**src/rtl/irq_seq.sv**
```systemverilog
module irq_seq #(
  parameter int N = 8,
  parameter int AW = 16,
  parameter logic [15:0] VEC_TOP = 16'hFFFE,
  parameter int SAVE_LEN = 5,
  parameter int FILL_LEN = 3
) (
  input  logic                 clk,
  input  logic                 rst_n,
  input  logic [N-1:0]         evt,
  input  logic [N-1:0]         enables,
  input  logic [N-1:0]         flag_clr,
  input  logic                 boundary,
  input  logic                 mask_clr,
  input  logic                 ret,
  input  logic                 ret_mask,
  output logic [N-1:0]         flags,
  output logic                 mask,
  output logic                 busy,
  output logic                 saving,
  output logic                 vec_phase,
  output logic                 prefetch,
  output logic [$clog2(N)-1:0] vec_src,
  output logic [AW-1:0]        vec_addr
);
  localparam int SW = $clog2(N);
  localparam int LMAX = (SAVE_LEN > FILL_LEN) ? SAVE_LEN : FILL_LEN;
  localparam int CW = $clog2(LMAX + 1);

  typedef enum logic [1:0] {IDLE, SAVE, VEC, FILL} st_t;
  st_t st;
  logic [CW-1:0] cnt;
  logic [N-1:0] pend;
  logic take, save_end, fill_end;

  function automatic logic [SW-1:0] lowest(input logic [N-1:0] v);
    lowest = '0;
    for (int i = N - 1; i >= 0; i--)
      if (v[i]) lowest = SW'(i);
  endfunction

  assign pend     = flags & enables;
  assign take     = (st == IDLE) && boundary && !mask && (|pend);
  assign save_end = (st == SAVE) && (cnt == CW'(SAVE_LEN - 1));
  assign fill_end = (st == FILL) && (cnt == CW'(FILL_LEN - 1));
  assign busy      = (st != IDLE);
  assign saving    = (st == SAVE);
  assign vec_phase = (st == VEC);
  assign prefetch  = (st == FILL);
  assign vec_addr  = VEC_TOP[AW-1:0] - AW'({vec_src, 1'b0});

  always_ff @(posedge clk or negedge rst_n)
    if (!rst_n) flags <= '0;
    else        flags <= (flags & ~flag_clr) | evt;

  always_ff @(posedge clk or negedge rst_n)
    if (!rst_n) begin
      st <= IDLE;
      cnt <= '0;
    end else begin
      case (st)
        IDLE: if (take) begin st <= SAVE; cnt <= '0; end
        SAVE: if (save_end) st <= VEC; else cnt <= cnt + 1'b1;
        VEC:  begin st <= FILL; cnt <= '0; end
        FILL: if (fill_end) st <= IDLE; else cnt <= cnt + 1'b1;
      endcase
    end

  always_ff @(posedge clk or negedge rst_n)
    if (!rst_n) vec_src <= '0;
    else if (take || (save_end && |pend)) vec_src <= lowest(pend);

  always_ff @(posedge clk or negedge rst_n)
    if (!rst_n)        mask <= 1'b1;
    else if (save_end) mask <= 1'b1;
    else if (ret)      mask <= ret_mask;
    else if (mask_clr) mask <= 1'b0;

  a_r4_start_on_boundary: assert property (@(posedge clk) disable iff (!rst_n)
    $rose(busy) |-> $past(boundary && !mask));
  a_r3_start_needs_pending: assert property (@(posedge clk) disable iff (!rst_n)
    $rose(busy) |-> $past(|(flags & enables)));
  a_r5_one_phase: assert property (@(posedge clk) disable iff (!rst_n)
    $onehot0({saving, vec_phase, prefetch}) && (busy == (saving | vec_phase | prefetch)));
  a_r5_vec_single: assert property (@(posedge clk) disable iff (!rst_n)
    vec_phase |=> prefetch);
  a_r6_masked_at_vector: assert property (@(posedge clk) disable iff (!rst_n)
    vec_phase |-> mask);
  a_r7_vec_held: assert property (@(posedge clk) disable iff (!rst_n)
    prefetch |-> $stable(vec_addr));
  a_r2_event_wins: assert property (@(posedge clk) disable iff (!rst_n)
    (evt != '0) |=> ((flags & $past(evt)) == $past(evt)));
endmodule

```
**config.mk**
```make
export PLATFORM = sky130hd
export DESIGN_NAME = irq_seq
export DESIGN_NICKNAME = d
export VERILOG_FILES = /design/src/rtl/irq_seq.sv
export SDC_FILE = /design/constraint.sdc
export NUM_CORES = 1
export LEC_CHECK = 0
export ABC_AREA = 1
export CORE_ASPECT_RATIO = 0.9
export CORE_UTILIZATION = 38
export DETAILED_ROUTE_END_ITERATION = 10
export GPL_ROUTABILITY_DRIVEN = 0
export MAX_ROUTING_LAYER = met4
export PLACE_DENSITY = 0.79
export SYNTH_ARGS = -nofsm -noshare
export SYNTH_HDL_FRONTEND = slang
export SYNTH_SLANG_ARGS = --single-unit
```
**constraint.sdc**
```tcl
create_clock -name clk -period 1.9 [get_ports clk]
set_input_delay 0.285 -clock clk [delete_from_list [all_inputs] [get_ports clk]]
set_output_delay 0.285 -clock clk [all_outputs]
set_load 0.02 [all_outputs]
```
### Yosys cells after proc, flatten, opt, wreduce, memory -nomap -nowiden

Index checks and enable logic that the tools add are counted.
Widths: inputs -> output; s select.

* add/sub/neg operators: 2
* multipliers: 0
* div/mod/pow operators: 0
* magnitude comparators: 0
* equality and inequality tests: 10
* shift operators: 0
* multiplexer cells: 19
* bitwise gates (word level): 4
* reduce and logical (&&, ||, !) cells: 14

Operators with widths (number)
* $mux 3: 11
* $and 8x8->8: 2
* $pmux 3 s4: 1
* $not 8->8: 1
* $or 8x8->8: 1
* $pmux 2 s4: 1
* $reduce_or 8->1: 1
* $logic_and 1x1->1: 6
* $mux 2: 3
* $ne 2x2->1 const B: 3
* $reduce_and 3->1: 2
* $sub 2x5->6 const A: 1
* $eq 2x2->1 const B: 2
* $ne 2x1->1 const B: 2
* $add 3x1->3 const B: 1
* $eq 3x2->1 const B: 1
* $eq 3x3->1 const B: 1
* $mux 1: 3
* $reduce_bool 3->1: 1
* $eq 2x1->1 const B: 1
* $logic_not 2->1: 1
* $reduce_bool 2->1: 1
* $logic_not 1->1: 1
* $logic_or 1x1->1: 1

* register bits: 17
* latch bits: 0
* memory bits (writable): 0
* memory bits (read-only): 0
* bits of input ports: 30
* output and inout port bits: 32
* memories: 0

### Depth between registers and ports, before layout

Gate-level depths: netlist of the first run.

* depth in word-level cells: 9
* depth in mapped cells: 9

### Worst setup path after synthesis of the first run

OpenSTA, ideal clock, no wires.

* path type: register to register
* start point: register st[1]
* end point: register vec_src[1]
* arrival: 1325 ps
* required time: 1835 ps
* slack: 510 ps
* stages on the path, launching flop included: 8
* period minus slack after synthesis: 1390 ps
* cell sequence: dfrtp_1 > inv_1 > ha_1 > nand3_1 > o21ai_2 > nand2_2 > nand3b_1 > nand2_1

* elaborated cells between the ends (all ways): 8

RTL lines
* from (decl): RTL line 31 `st_t st;`
* from (signal assigned): RTL line 58 `st <= IDLE;`
* from (signal assigned): RTL line 62 `IDLE: if (take) begin st <= SAVE; cnt <= '0; end`
* from (signal assigned): RTL line 63 `SAVE: if (save_end) st <= VEC; else cnt <= cnt + 1'b1;`
* $eq 2x1->1
* named net saving: RTL line 20 `output logic saving,`
* $logic_and 1x1->1: RTL line 44 `assign save_end = (st == SAVE) && (cnt == CW'(SAVE_LEN - 1));`
* $logic_and 1x1->1: RTL line 71 `else if (take || (save_end && |pend)) vec_src <= lowest(pend);`
* $logic_or 1x1->1: RTL line 71
* to (signal assigned): RTL line 71
* to (decl): RTL line 23 `output logic [$clog2(N)-1:0] vec_src,`

The timed path passes the listed nets, and every way through them passes these cells.
A chain may end at the register's enable or synchronous reset.

### Worst setup path after layout of the first run

* start point: register st[0]
* end point: output busy

* longest elaborated chain between the ends: 1

Ends and longest elaborated chain
* $reduce_bool 2->1: RTL line 46 `assign busy = (st != IDLE);`
* to (decl): RTL line 19 `output logic busy,`

Every way passes these cells.

==> results of run 1 <==
==> cells in the mapped netlist <==
cell	instances
nand2_1	33
inv_1	23
dfrtp_1	16
buf_4	13
nand2_2	10
ha_1	8
nand3_1	8
o21bai_1	8
nor2_1	5
conb_1	2
nand2_4	2
o21ai_0	2
a21oi_1	1
a22o_1	1
a31o_2	1
dfstp_2	1
nand3b_1	1
nor2_2	1
nor2_4	1
o21ai_2	1
o311ai_0	1
or2_0	1
or2_2	1
==> worst max-delay path, delay by kind of cell, from the launching register on <==
family | cells | cell delay [ns]
adder cells (fa/ha/maj) | 1 | 0.27
flip-flops | 1 | 0.43
buffers and inverters | 3 | 0.51
==> report_power, final <==
| part | switching [mW] | internal, mW |
|---|---|---|
| clock network | 0.119 | 0.0783 |
| logic | 0.555 | 0.429 |
| registers | 0.0806 | 0.450 |
==> cells in the final DEF (no fill, tap or decap), drive strengths merged, types with 2 or more instances in the layout <==
| master | netlist | layout |
|---|---|---|
| nand2 | 45 | 45 |
| dfrtp | 16 | 16 |
| o21ai | 3 | 3 |
| o21bai | 8 | 8 |
| conb | 2 | 13 |
| ha | 8 | 8 |
| inv | 23 | 23 |
| nand3 | 8 | 8 |
| dlygate4sd2 | 0 | 3 |
| nor2 | 7 | 7 |
| or2 | 2 | 2 |
| clkdlybuf4s50 | 0 | 44 |
| clkbuf | 0 | 3 |
==> cells by family after synthesis <==
| kind of cell | count (synthesis) | share of synthesized area [%] |
|---|---|---|
| other | 2 | 0.662 |
| AND/OR/NAND/NOR | 63 | 26.9 |
| buffers and inverters | 36 | 16.2 |
| flip-flops | 17 | 37.6 |
| adder cells (fa/ha/maj) | 8 | 8.83 |
| AO/OA/AOI/OAI | 15 | 9.71 |
==> timing repair <==
item / CTS / global route
setup endpoints to repair: 3 / 1
cloned: 0 / 0
gates resized for setup: 3 / 1
hold buffers: 0 / 0
pin swaps: 0 / 0
==> metrics by stage <==
step           power [mW]  util [%]
2_1_floorplan        1.16         -
3_3_place_gp         1.49      57.8
3_5_place_dp         1.55      57.8
4_1_cts              1.72      58.7
5_1_grt              1.84      58.8
6_report             1.71      58.8
==> metal layers <==
layer  vias to the layer above  GRT usage [%]  part of all wire (%)
met1                       464           18.3                    41
li1                        505              -                     -
met4                         0           6.59                  0.55
met2                        51           30.0                    51
met5                         -              -                     0
met3                         2           2.64                   6.6
==> sequential cells by signal, indices dropped and copies added (netlist names) <==
name / count
flags: 8
vec_src: 3
cnt: 3
mask: 1
st: 2
==> path summary, 6_finish.rpt <==
path | depth (start not counted) | endpoint | from | slack (ns)
min in group clk | 2 | vec_src[0] | vec_src[0] | 0.51
max in group asynchronous | 2 | mask | rst_n | 1.35
worst max register to register | 9 | st[0] | st[0] | 0.34
worst min register to register | 2 | vec_src[0] | vec_src[0] | 0.51
worst min-delay path | 2 | vec_src[0] | rst_n | 0.30
worst max-delay path | 4 | busy | st[0] | 0.12
==> area by class of cell <==
class	instances	area (µm²)	share of cell area [%]
Tap cell	40	50.0	3.05
Inverter	23	86.3	5.26
Clock buffer	3	22.5	1.37
Clock inverter	1	5.00	0.305
Timing Repair Buffer	49	487	29.6
Multi-Input combinational cell	99	564	34.4
Sequential cell	17	427	26.0
==> results_dict.tcl, run 1 <==
set metrics [dict create \
    status "completed" \
    fin_tns_setup_ns 0 \
    place_ws_ns 0.186 \
    vdd.ir_drop.worst_v 0.000542 \
    power_density_nw_per_um2 1040 \
    netlist_top_cells_area "dfrtp_1, nand2_1, ha_1" \
    fin_crit_sh_pct 93.9 \
    final_area_um2 1640 \
    vias 1022 \
    path_cells "inv_1, ha_1, inv_1, dlygate4sd2_1" \
    wl_mm 2.35 \
    via_per_inst 4.41 \
    setup_viol 0 \
    dpl-instance-area_um2 1620 \
    tritoncts "done" \
    nets 231 \
    ys_warn_count 0 \
    yosysSeqAreaShare_pct 37.6 \
    overflow 0 \
    finalMaxSlewViolations 0 \
    leakage_nw 0.854 \
    whs_ns 0.304 \
    synth_cell_type_count 23 \
    critPathSlowestCell "dfrtp_1" \
    cp_max_fo 4 \
    critPathCaptureType "output port" \
    crit_top_cell "inv_1" \
    fin_cells 232 \
    clock.fmax_mhz 561 \
    boundaryPins 62 \
    clock_path_buffers 2 \
    post_cts_buffers 0 \
    clk-insertion-delay-late_ns 0.29 \
    grt_pass1_wl_mm 3.80 \
    clkSinkCount 17 \
    cpPeakStageDelay_ns 0.43 \
    die_w_um 59.6 \
    netlist_area_um2 1130 \
    cts.root.buffer_cell "clkbuf_4" \
    drc 0 \
    synth.avg_cell_area_um2 8.04 \
    area_growth_syn_to_layout_pct 44.8 \
    track_usage_pct 16.5 \
    worst_clock_skew_ns 0.000491 \
    maxCapViolCount 0 \
    synthCells 141 \
    worstPathArrival_ns 1.50 \
    clkTransAtPathRegs_ns 0.10 \
    fillerInstances 276 \
    yosysTopAreaCell "dfrtp_1" \
    initial_core_util_pct 40.6 \
    ys_ff_latch 17 \
    rsz0062_at_grt "false" \
    antenna_left 0 \
    grt_max_degree 18 \
    firstDrtPassIters 4 \
    htree_levels 1 \
    die-area_um2 3210 \
    cts_buffers 3 \
    wl_per_cell_um 10.1 \
    dp_cells 228 \
    diodes 0 \
    io_buffer_count 48 \
    hold_class "input port to asynchronous set/reset pin" \
    core-area_um2 2790 \
    cp.required_ns 1.62 \
    grt_pass1_vias 914 \
    die_y_um 53.8 \
    antenna_found_initial 0 \
    fin_crit_ns 1.78 \
    hpwlAfterDp_mm 1.95 \
    layout-drive-gt1-share_pct 12.0 \
    finalHoldViolCount 0 \
    startpoint_type "register" \
    rows 18 \
    worstSetupPathType "register to output port" \
    drt_iter0_drc 30 \
    setup_ws_ns 0.116 \
    synth_largest_type_area_fraction_pct 35.3 \
]
(Power assumes the default switching activity.)
==> inputs of run 2 (changes only) <==
SLEW_MARGIN = 10   (was unset)
==> results of run 2 <==
The final DEF is identical to that of run 1; final timing and power are the same.
